[src/rtl/sbb_pkg.sv]
package sbb_pkg;
    localparam int SB_DW    = 32;
    localparam int OP_W     = 8;
    localparam int PORT_W   = 8;
    localparam int BE_W     = 4;
    localparam int LO_W     = 8;
    localparam int HI_W     = SB_DW - LO_W;
    localparam int OP_LSB   = SB_DW - OP_W;
    localparam int PORT_LSB = OP_LSB - PORT_W;
    localparam int LO_LSB   = PORT_LSB - LO_W;

    localparam logic [OP_W-1:0] OP_RD = 8'h10;
    localparam logic [OP_W-1:0] OP_WR = 8'h11;

    typedef enum logic [1:0] {
        SEL_CTRL = 2'd0,
        SEL_EXT  = 2'd1,
        SEL_DATA = 2'd2,
        SEL_STAT = 2'd3
    } sel_e;

    typedef enum logic [1:0] {
        ST_IDLE = 2'd0,
        ST_SEND = 2'd1,
        ST_WAIT = 2'd2
    } st_e;

    typedef struct packed {
        logic [OP_W-1:0]   op;
        logic [PORT_W-1:0] port;
        logic [SB_DW-1:0]  addr;
        logic [BE_W-1:0]   be;
        logic [SB_DW-1:0]  data;
    } sb_req_t;

    function automatic logic is_read(input logic [OP_W-1:0] op);
        return op == OP_RD;
    endfunction

    function automatic sb_req_t decode_cmd(input logic [SB_DW-1:0] cmd,
                                           input logic [HI_W-1:0]  hi,
                                           input logic [SB_DW-1:0] data);
        sb_req_t r;
        r.op   = cmd[OP_LSB +: OP_W];
        r.port = cmd[PORT_LSB +: PORT_W];
        r.addr = {hi, cmd[LO_LSB +: LO_W]};
        r.be   = cmd[BE_W-1:0];
        r.data = data;
        return r;
    endfunction
endpackage

[src/rtl/sbb_regs.sv]
module sbb_regs
    import sbb_pkg::*;
(
    input  logic             clk,
    input  logic             rst,
    input  logic             host_valid,
    input  logic             host_write,
    input  logic [1:0]       host_sel,
    input  logic [SB_DW-1:0] host_wdata,
    output logic             host_ready,
    output logic [SB_DW-1:0] host_rdata,
    input  logic             busy,
    input  logic             cap_valid,
    input  logic [SB_DW-1:0] cap_data,
    output logic             go,
    output sb_req_t          go_req,
    output logic             err
);
    logic [SB_DW-1:0] ctrl_q;
    logic [HI_W-1:0]  ext_q;
    logic [SB_DW-1:0] data_q;
    logic             err_q;
    sel_e             sel;
    logic             wr, ctrl_wr;

    assign sel     = sel_e'(host_sel);
    assign wr      = host_valid && host_write;
    assign ctrl_wr = wr && (sel == SEL_CTRL);
    assign go      = ctrl_wr && !busy;
    assign go_req  = decode_cmd(host_wdata, ext_q, data_q);
    assign err     = err_q;

    // Data reads stall while a transfer is open
    assign host_ready = !(host_valid && !host_write && (sel == SEL_DATA) && busy);

    always_comb begin
        unique case (sel)
            SEL_CTRL: host_rdata = ctrl_q;
            SEL_EXT:  host_rdata = {ext_q, {LO_W{1'b0}}};
            SEL_DATA: host_rdata = data_q;
            default:  host_rdata = {{(SB_DW-2){1'b0}}, err_q, busy};
        endcase
    end

    always_ff @(posedge clk) begin
        if (rst) begin
            ctrl_q <= '0;
            ext_q  <= '0;
            data_q <= '0;
            err_q  <= 1'b0;
        end else begin
            if (go)
                ctrl_q <= host_wdata;
            if (go)
                ext_q <= '0;
            else if (wr && sel == SEL_EXT)
                ext_q <= host_wdata[SB_DW-1:LO_W];
            if (cap_valid)
                data_q <= cap_data;
            else if (wr && sel == SEL_DATA)
                data_q <= host_wdata;
            if (ctrl_wr && busy)
                err_q <= 1'b1;
        end
    end
endmodule

[src/rtl/sbb_launch.sv]
module sbb_launch
    import sbb_pkg::*;
(
    input  logic             clk,
    input  logic             rst,
    input  logic             go,
    input  sb_req_t          go_req,
    output sb_req_t          req,
    output logic             req_valid,
    input  logic             req_ready,
    input  logic             rsp_valid,
    input  logic [SB_DW-1:0] rsp_data,
    output logic             busy,
    output logic             cap_valid,
    output logic [SB_DW-1:0] cap_data
);
    st_e     st;
    sb_req_t req_q;

    assign req       = req_q;
    assign req_valid = (st == ST_SEND);
    assign busy      = (st != ST_IDLE);
    assign cap_valid = (st == ST_WAIT) && rsp_valid && is_read(req_q.op);
    assign cap_data  = rsp_data;

    always_ff @(posedge clk) begin
        if (rst) begin
            st    <= ST_IDLE;
            req_q <= '0;
        end else begin
            unique case (st)
                ST_IDLE: if (go) begin
                    req_q <= go_req;
                    st    <= ST_SEND;
                end
                ST_SEND: if (req_ready) st <= ST_WAIT;
                ST_WAIT: if (rsp_valid) st <= ST_IDLE;
                default: st <= ST_IDLE;
            endcase
        end
    end
endmodule

[src/rtl/sb_bridge.sv]
module sb_bridge
    import sbb_pkg::*;
(
    input  logic              clk,
    input  logic              rst,
    input  logic              host_valid,
    input  logic              host_write,
    input  logic [1:0]        host_sel,
    input  logic [SB_DW-1:0]  host_wdata,
    output logic              host_ready,
    output logic [SB_DW-1:0]  host_rdata,
    output logic              req_valid,
    input  logic              req_ready,
    output logic [OP_W-1:0]   req_opcode,
    output logic [PORT_W-1:0] req_port,
    output logic [SB_DW-1:0]  req_addr,
    output logic [BE_W-1:0]   req_be,
    output logic [SB_DW-1:0]  req_data,
    input  logic              rsp_valid,
    input  logic [SB_DW-1:0]  rsp_data,
    output logic              busy,
    output logic              err
);
    logic             go, cap_valid;
    logic [SB_DW-1:0] cap_data;
    sb_req_t          go_req, req;

    sbb_regs u_regs (
        .clk(clk), .rst(rst),
        .host_valid(host_valid), .host_write(host_write), .host_sel(host_sel),
        .host_wdata(host_wdata), .host_ready(host_ready), .host_rdata(host_rdata),
        .busy(busy), .cap_valid(cap_valid), .cap_data(cap_data),
        .go(go), .go_req(go_req), .err(err)
    );

    sbb_launch u_launch (
        .clk(clk), .rst(rst), .go(go), .go_req(go_req),
        .req(req), .req_valid(req_valid), .req_ready(req_ready),
        .rsp_valid(rsp_valid), .rsp_data(rsp_data),
        .busy(busy), .cap_valid(cap_valid), .cap_data(cap_data)
    );

    assign req_opcode = req.op;
    assign req_port   = req.port;
    assign req_addr   = req.addr;
    assign req_be     = req.be;
    assign req_data   = req.data;
endmodule

[config.mk]
export PLATFORM = sky130hd
export DESIGN_NAME = sb_bridge
export DESIGN_NICKNAME = d
export VERILOG_FILES = /design/src/rtl/sbb_pkg.sv /design/src/rtl/sbb_regs.sv /design/src/rtl/sbb_launch.sv /design/src/rtl/sb_bridge.sv
export SDC_FILE = /design/constraint.sdc
export NUM_CORES = 1
export LEC_CHECK = 0
export ABC_AREA = 1
export BUFFER_PORTS_ARGS = -buffer_cell sky130_fd_sc_hd__buf_2
export CORE_MARGIN = 10
export CORE_UTILIZATION = 52
export DETAILED_ROUTE_END_ITERATION = 6
export PLACE_DENSITY = 0.8
export SLEW_MARGIN = 20
export SYNTH_ARGS = -nofsm -noshare
export SYNTH_HDL_FRONTEND = slang
export SYNTH_SLANG_ARGS = --single-unit
[constraint.sdc]
create_clock -name clk -period 1.4 [get_ports clk]
set_input_delay 0.07 -clock clk [delete_from_list [all_inputs] [get_ports clk]]
set_output_delay 0.07 -clock clk [all_outputs]
set_load 0.01 [all_outputs]
# Word level (Yosys, flattened, before mapping)
# Index checks and enable logic that the tools add are counted.
# op_classes
n_div,0
eq_ne,8
mul,0
magnitude_cmp,0
add_sub_neg,0
n_reduce_logical,21
n_mux,7
shifts,0
n_bitwise,0
# ops
op,count
$pmux 32 s3,1
$mux 32,2
$logic_and 1x1->1,11
$eq 8x5->1 const B,1
$mux 2,3
$pmux 2 s3,1
$eq 2x1->1 const B,2
$eq 2x2->1 const B,2
$logic_not 2->1,2
$ne 2x2->1 const B,2
$reduce_bool 2->1,2
$logic_not 1->1,3
$reduce_and 3->1,1
$ne 2x1->1 const B,1
$reduce_and 2->1,1
$reduce_or 2->1,1
# word_totals
ff_bits,175
word_cells,46
inputBits,72
mem_bits_ro,0
latchBits,0
mem_bits_rw,0
output_inout_bits,120
memories,0

# Depth between registers and ports, before layout
# logic_depth
depth_word,5
ltp_mapped,9
ltp_nobuf,8

# Cells and area by module
# A second synthesis with hierarchy kept.
# unflattened
cells_unflattened,1372
area_unflattened_um2,8854.7
# modules_own_cells
mod,seq_area_each_um2,area_per_inst_um2,instances,cells_per_inst
sbb_regs,1781.7,4774.6,1,760
sbb_launch,1721.7,4080.2,1,612

# Worst setup path after synthesis
# No wires, ideal clock.
# synth_path
path_type,register to register
startpoint,reg u_launch.st[1]
endpoint,reg u_regs.ctrl_q[10]
synth_period_minus_slack_ns,1.272
setup_time_ns,0.118
stages_incl_launch_ff,7
n_path_buf,2
slack_ns,0.128
t_arrival_ns,1.155
required_time_ns,1.282
path_cell_list,dfxtp_1 > nor2_1 > nand3_2 > buf_6 > buf_2 > o21ai_1 > a21oi_2
# synth_between
elab_chain_cells,3
# synth_rtl
element,line,source
from (decl),sbb_launch.sv:17,st_e st;
from (signal assigned),sbb_launch.sv:28,st <= ST_IDLE;
from (signal assigned),sbb_launch.sv:34,st <= ST_SEND;
from (signal assigned),sbb_launch.sv:36,ST_SEND: if (req_ready) st <= ST_WAIT;
$reduce_bool 2->1,sbb_launch.sv:22,assign busy = (st != ST_IDLE);
$logic_not 1->1,sbb_regs.sv:29,assign go = ctrl_wr && !busy;
$logic_and 1x1->1,sbb_regs.sv:29,
to (signal assigned),sbb_regs.sv:53,ctrl_q <= host_wdata;
to (decl),sbb_regs.sv:19,logic [SB_DW-1:0] ctrl_q;
# No other way between the ends.
# A chain may end at the register's enable or synchronous reset.

# Final worst setup path
# layout_path
startpoint,reg u_launch.st[0]
endpoint,reg u_launch.req_q (netlist bit u_launch.req[12])
# layout_between
elab_chain_cells,4
word_cells_on_any_way,5
classes_between,reduce/logical (5)
# layout_rtl
element,line,source
$reduce_bool 2->1,sbb_launch.sv:22,
$logic_not 1->1,sbb_regs.sv:29,
$logic_and 1x1->1,sbb_regs.sv:29,
$reduce_and 2->1 (no source line) (*),-,
to (signal assigned),sbb_launch.sv:33,req_q <= go_req;
to (decl),sbb_launch.sv:18,sb_req_t req_q;
# Mark *: on every way between the ends. The rest lies on a longest branch, timed or not.

==> impl_metrics.yaml <==
yosys:
  synth.cell_area_um2: 6740
  synth_top_area_cell: "dfxtp_1"
  synth_top_cell_area_share: 0.437
  yosys-top-cells-area: "dfxtp_1, nand2_1, a21oi_1, inv_1, o21ai_0"
  syn_nets: 1002
  ys_seq_area_frac: 0.437
  ys_types: 24
  netlist_instances: 930
  synth_warnings: 0
  ys_seq_elements: 147
  avgSynthCellArea_um2: 7.24
timing:
  finalSetupViolCount: 0
  final_max_slew_viol_count: 0
  worstMarginPinSlew_ns: 0.557
  finalClockSkew_ns: 0.00686
  rsz0062_at_grt: "yes"
  finalHoldViolations: 0
  fin_crit_ns: 1.40
  finalCritPeriodShare: 0.999
  relSlewSlack: 0.628
  fmax_ghz: 0.715
  fin_ws_ns: 0.00142
global_route:
  grt_use_total: 0.237
  grt_pass1_wl_um: 34700
  antenna_found_initial: 2
  grt_pass1_vias: 6716
  grt_overflow_total: 0
  grt_max_degree: 63
pwr:
  irDropWorstVdd_uv: 746
  pwr-share-comb: 0.106
  seqPwrFrac: 0.425
  power_w: 0.0103
  p_sw_w: 0.00256
  switching_share: 0.249
  internal-power_w: 0.00775
  power_density_nw_per_um2: 1140
  leakagePower_nw: 3.93
  clkPwrFrac: 0.469
setup_path:
  crit_required_ns: 1.71
  crit_fanout: 14
  endpoint_kind: "register"
  critPathKind: "register to register"
  startpoint_type: "register"
  cp.arrival_ns: 1.71
route:
  wl_per_cell_um: 17.2
  viasPerCell: 5.38
  firstDrtPassIters: 6
  wl_um: 22500
  drcViolationCount: 0
  vias: 7037
  dr.first_iter.drc_count: 514
  ant_nets: 0
die:
  design.core.area_um2: 12700
  dieWidth_um: 134
  initial_core_util: 0.532
  io_pins: 192
  fp.dieArea_um2: 17900
  rows: 41
  die_y_um: 134
flow_run:
  max_cap_violations: 0
placed_design:
  portBuffers: 191
  dp_cells: 1229
  dpl_cell_area_um2: 7760
  post-place-ws_ns: 0.0134
  place_hpwl_um: 14500
  gp_congestion: 0.832
final_layout:
  layout_commonest_cell: "nand2_1"
  layout_common_cells: "nand2_1, buf_2, dfxtp_1"
  num-fill-cells: 979
  area_growth_pct: 34.1
  fin_area_um2: 9030
  nets: 1193
  final-seq-area_um2: 2950
  multiInputGateArea_um2: 2900
  stdcell_count: 1307
  drive_above_1_share: 0.295
clock_network:
  cts_tree: "done"
  clkSlewWorstSetupHoldPaths_ns: 0.06
  cts_buffers: 17
  cts_max_level: 4
  clock_path_buffers: 2
  cts-root-buf: "clkbuf_16"
  clk_latency_ns: 0.42
  cts_sinks: 147
worst_hold_path:
  hold_path.class: "input port to register"
outcome:
  outcome: "completed"
==> cells by family (layout without fill, tap and decap cells) <==
kind of cell / count (synthesis) / after routing / share of synthesized area
simple gates: 290 / 290 / 0.186
buf+inv: 226 / 430 / 0.152
flops: 147 / 147 / 0.437
compound gates: 267 / 267 / 0.225
other cells: 0 / 1 / 0
==> metrics by stage <==
step / util / TNS, ns / hold slack (ns)
after global routing: 0.713 / -0.524 / 0.0365
after global placement: 0.613 / 0 / 0.347
final: 0.713 / 0 / 0.0144
after detailed placement: 0.613 / 0 / 0.349
after CTS: 0.694 / -0.00197 / 0.00480
after floorplan: - / 0 / 0.217
==> power groups by stage <==
stage / Sequential (W) / Combinational [W] / Clock, W
floorplan: 0.00448 / 0.000514 / 0
finish: 0.00438 / 0.00110 / 0.00484
detailed placement: 0.00447 / 0.000938 / 0
CTS: 0.00438 / 0.00103 / 0.00489
global placement: 0.00447 / 0.000928 / 0
global route: 0.00440 / 0.00119 / 0.00506
==> flip-flops by register name, indices dropped and copies added, names as in the netlist <==
signal	cells
u_regs.err	1
u_launch.req	65
u_regs.data_q	32
u_launch.st	2
u_regs.ext_q	24
u_regs.ctrl_q	23
==> area by class of cell <==
class / count / area share
Antenna cell: 1 / 0.000277
Tap cell: 172 / 0.0238
Inverter: 131 / 0.0544
Clock inverter: 15 / 0.0229
Timing Repair Buffer: 267 / 0.204
Clock buffer: 17 / 0.0471
Multi-Input combinational cell: 557 / 0.321
Sequential cell: 147 / 0.326
==> worst paths after layout <==
path / startpoint / endpoint / slack (ns) / cells past startpoint
max: u_launch.st[0] / u_launch.req[12] / 0.001 / 7
min: rsp_data[5] / u_regs.data_q[5] / 0.01 / 5
max reg2reg: u_launch.st[0] / u_launch.req[12] / 0.001 / 7
min reg2reg: u_launch.req[59] / u_launch.req[59] / 0.44 / 2
==> Yosys cell counts <==
| cell type | count |
|---|---|
| a21oi_1 | 117 |
| a21oi_2 | 30 |
| buf_1 | 13 |
| buf_2 | 18 |
| buf_4 | 32 |
| buf_6 | 4 |
| clkbuf_1 | 27 |
| clkbuf_2 | 1 |
| dfxtp_1 | 147 |
| inv_1 | 122 |
| inv_2 | 9 |
| nand2_1 | 210 |
| nand2_2 | 2 |
| nand3_1 | 34 |
| nand3_2 | 2 |
| nand4_1 | 32 |
| nor2_1 | 4 |
| nor2_2 | 3 |
| nor2_4 | 2 |
| o211ai_1 | 24 |
| o21ai_0 | 63 |
| o21ai_1 | 31 |
| o221ai_1 | 2 |
| or2_2 | 1 |
==> critical path: stages, from the launching register on <==
cell	delay, ns
dfxtp_2	0.34
nor2_4	0.13
buf_6	0.12
nand3_4	0.15
buf_6	0.18
clkbuf_16	0.17
o21ai_1	0.14
a21oi_1	0.05
==> routing by layer <==
| layer | GRT usage | share of wire | wire length, um |
|---|---|---|---|
| met1 | 0.276 | 0.39 | 8860 |
| met2 | 0.383 | 0.48 | 10800 |
| met3 | 0.0754 | 0.095 | 2140 |
| met4 | 0.122 | 0.031 | 701 |
| met5 | 0 | 0.00062 | 14 |
==> what timing repair did <==
| item | CTS | global route |
|---|---|---|
| endpoints found under the hold margin | 69 | 0 |
| hold buffers | 38 | 0 |
| pin swaps | 1 | 2 |
| setup endpoints to repair | 4 | 64 |
| resized for setup | 3 | 59 |
| buffers inserted | 1 | 3 |
| cloned | 0 | 3 |
No activity file was read; power rests on OpenSTA's default activity.
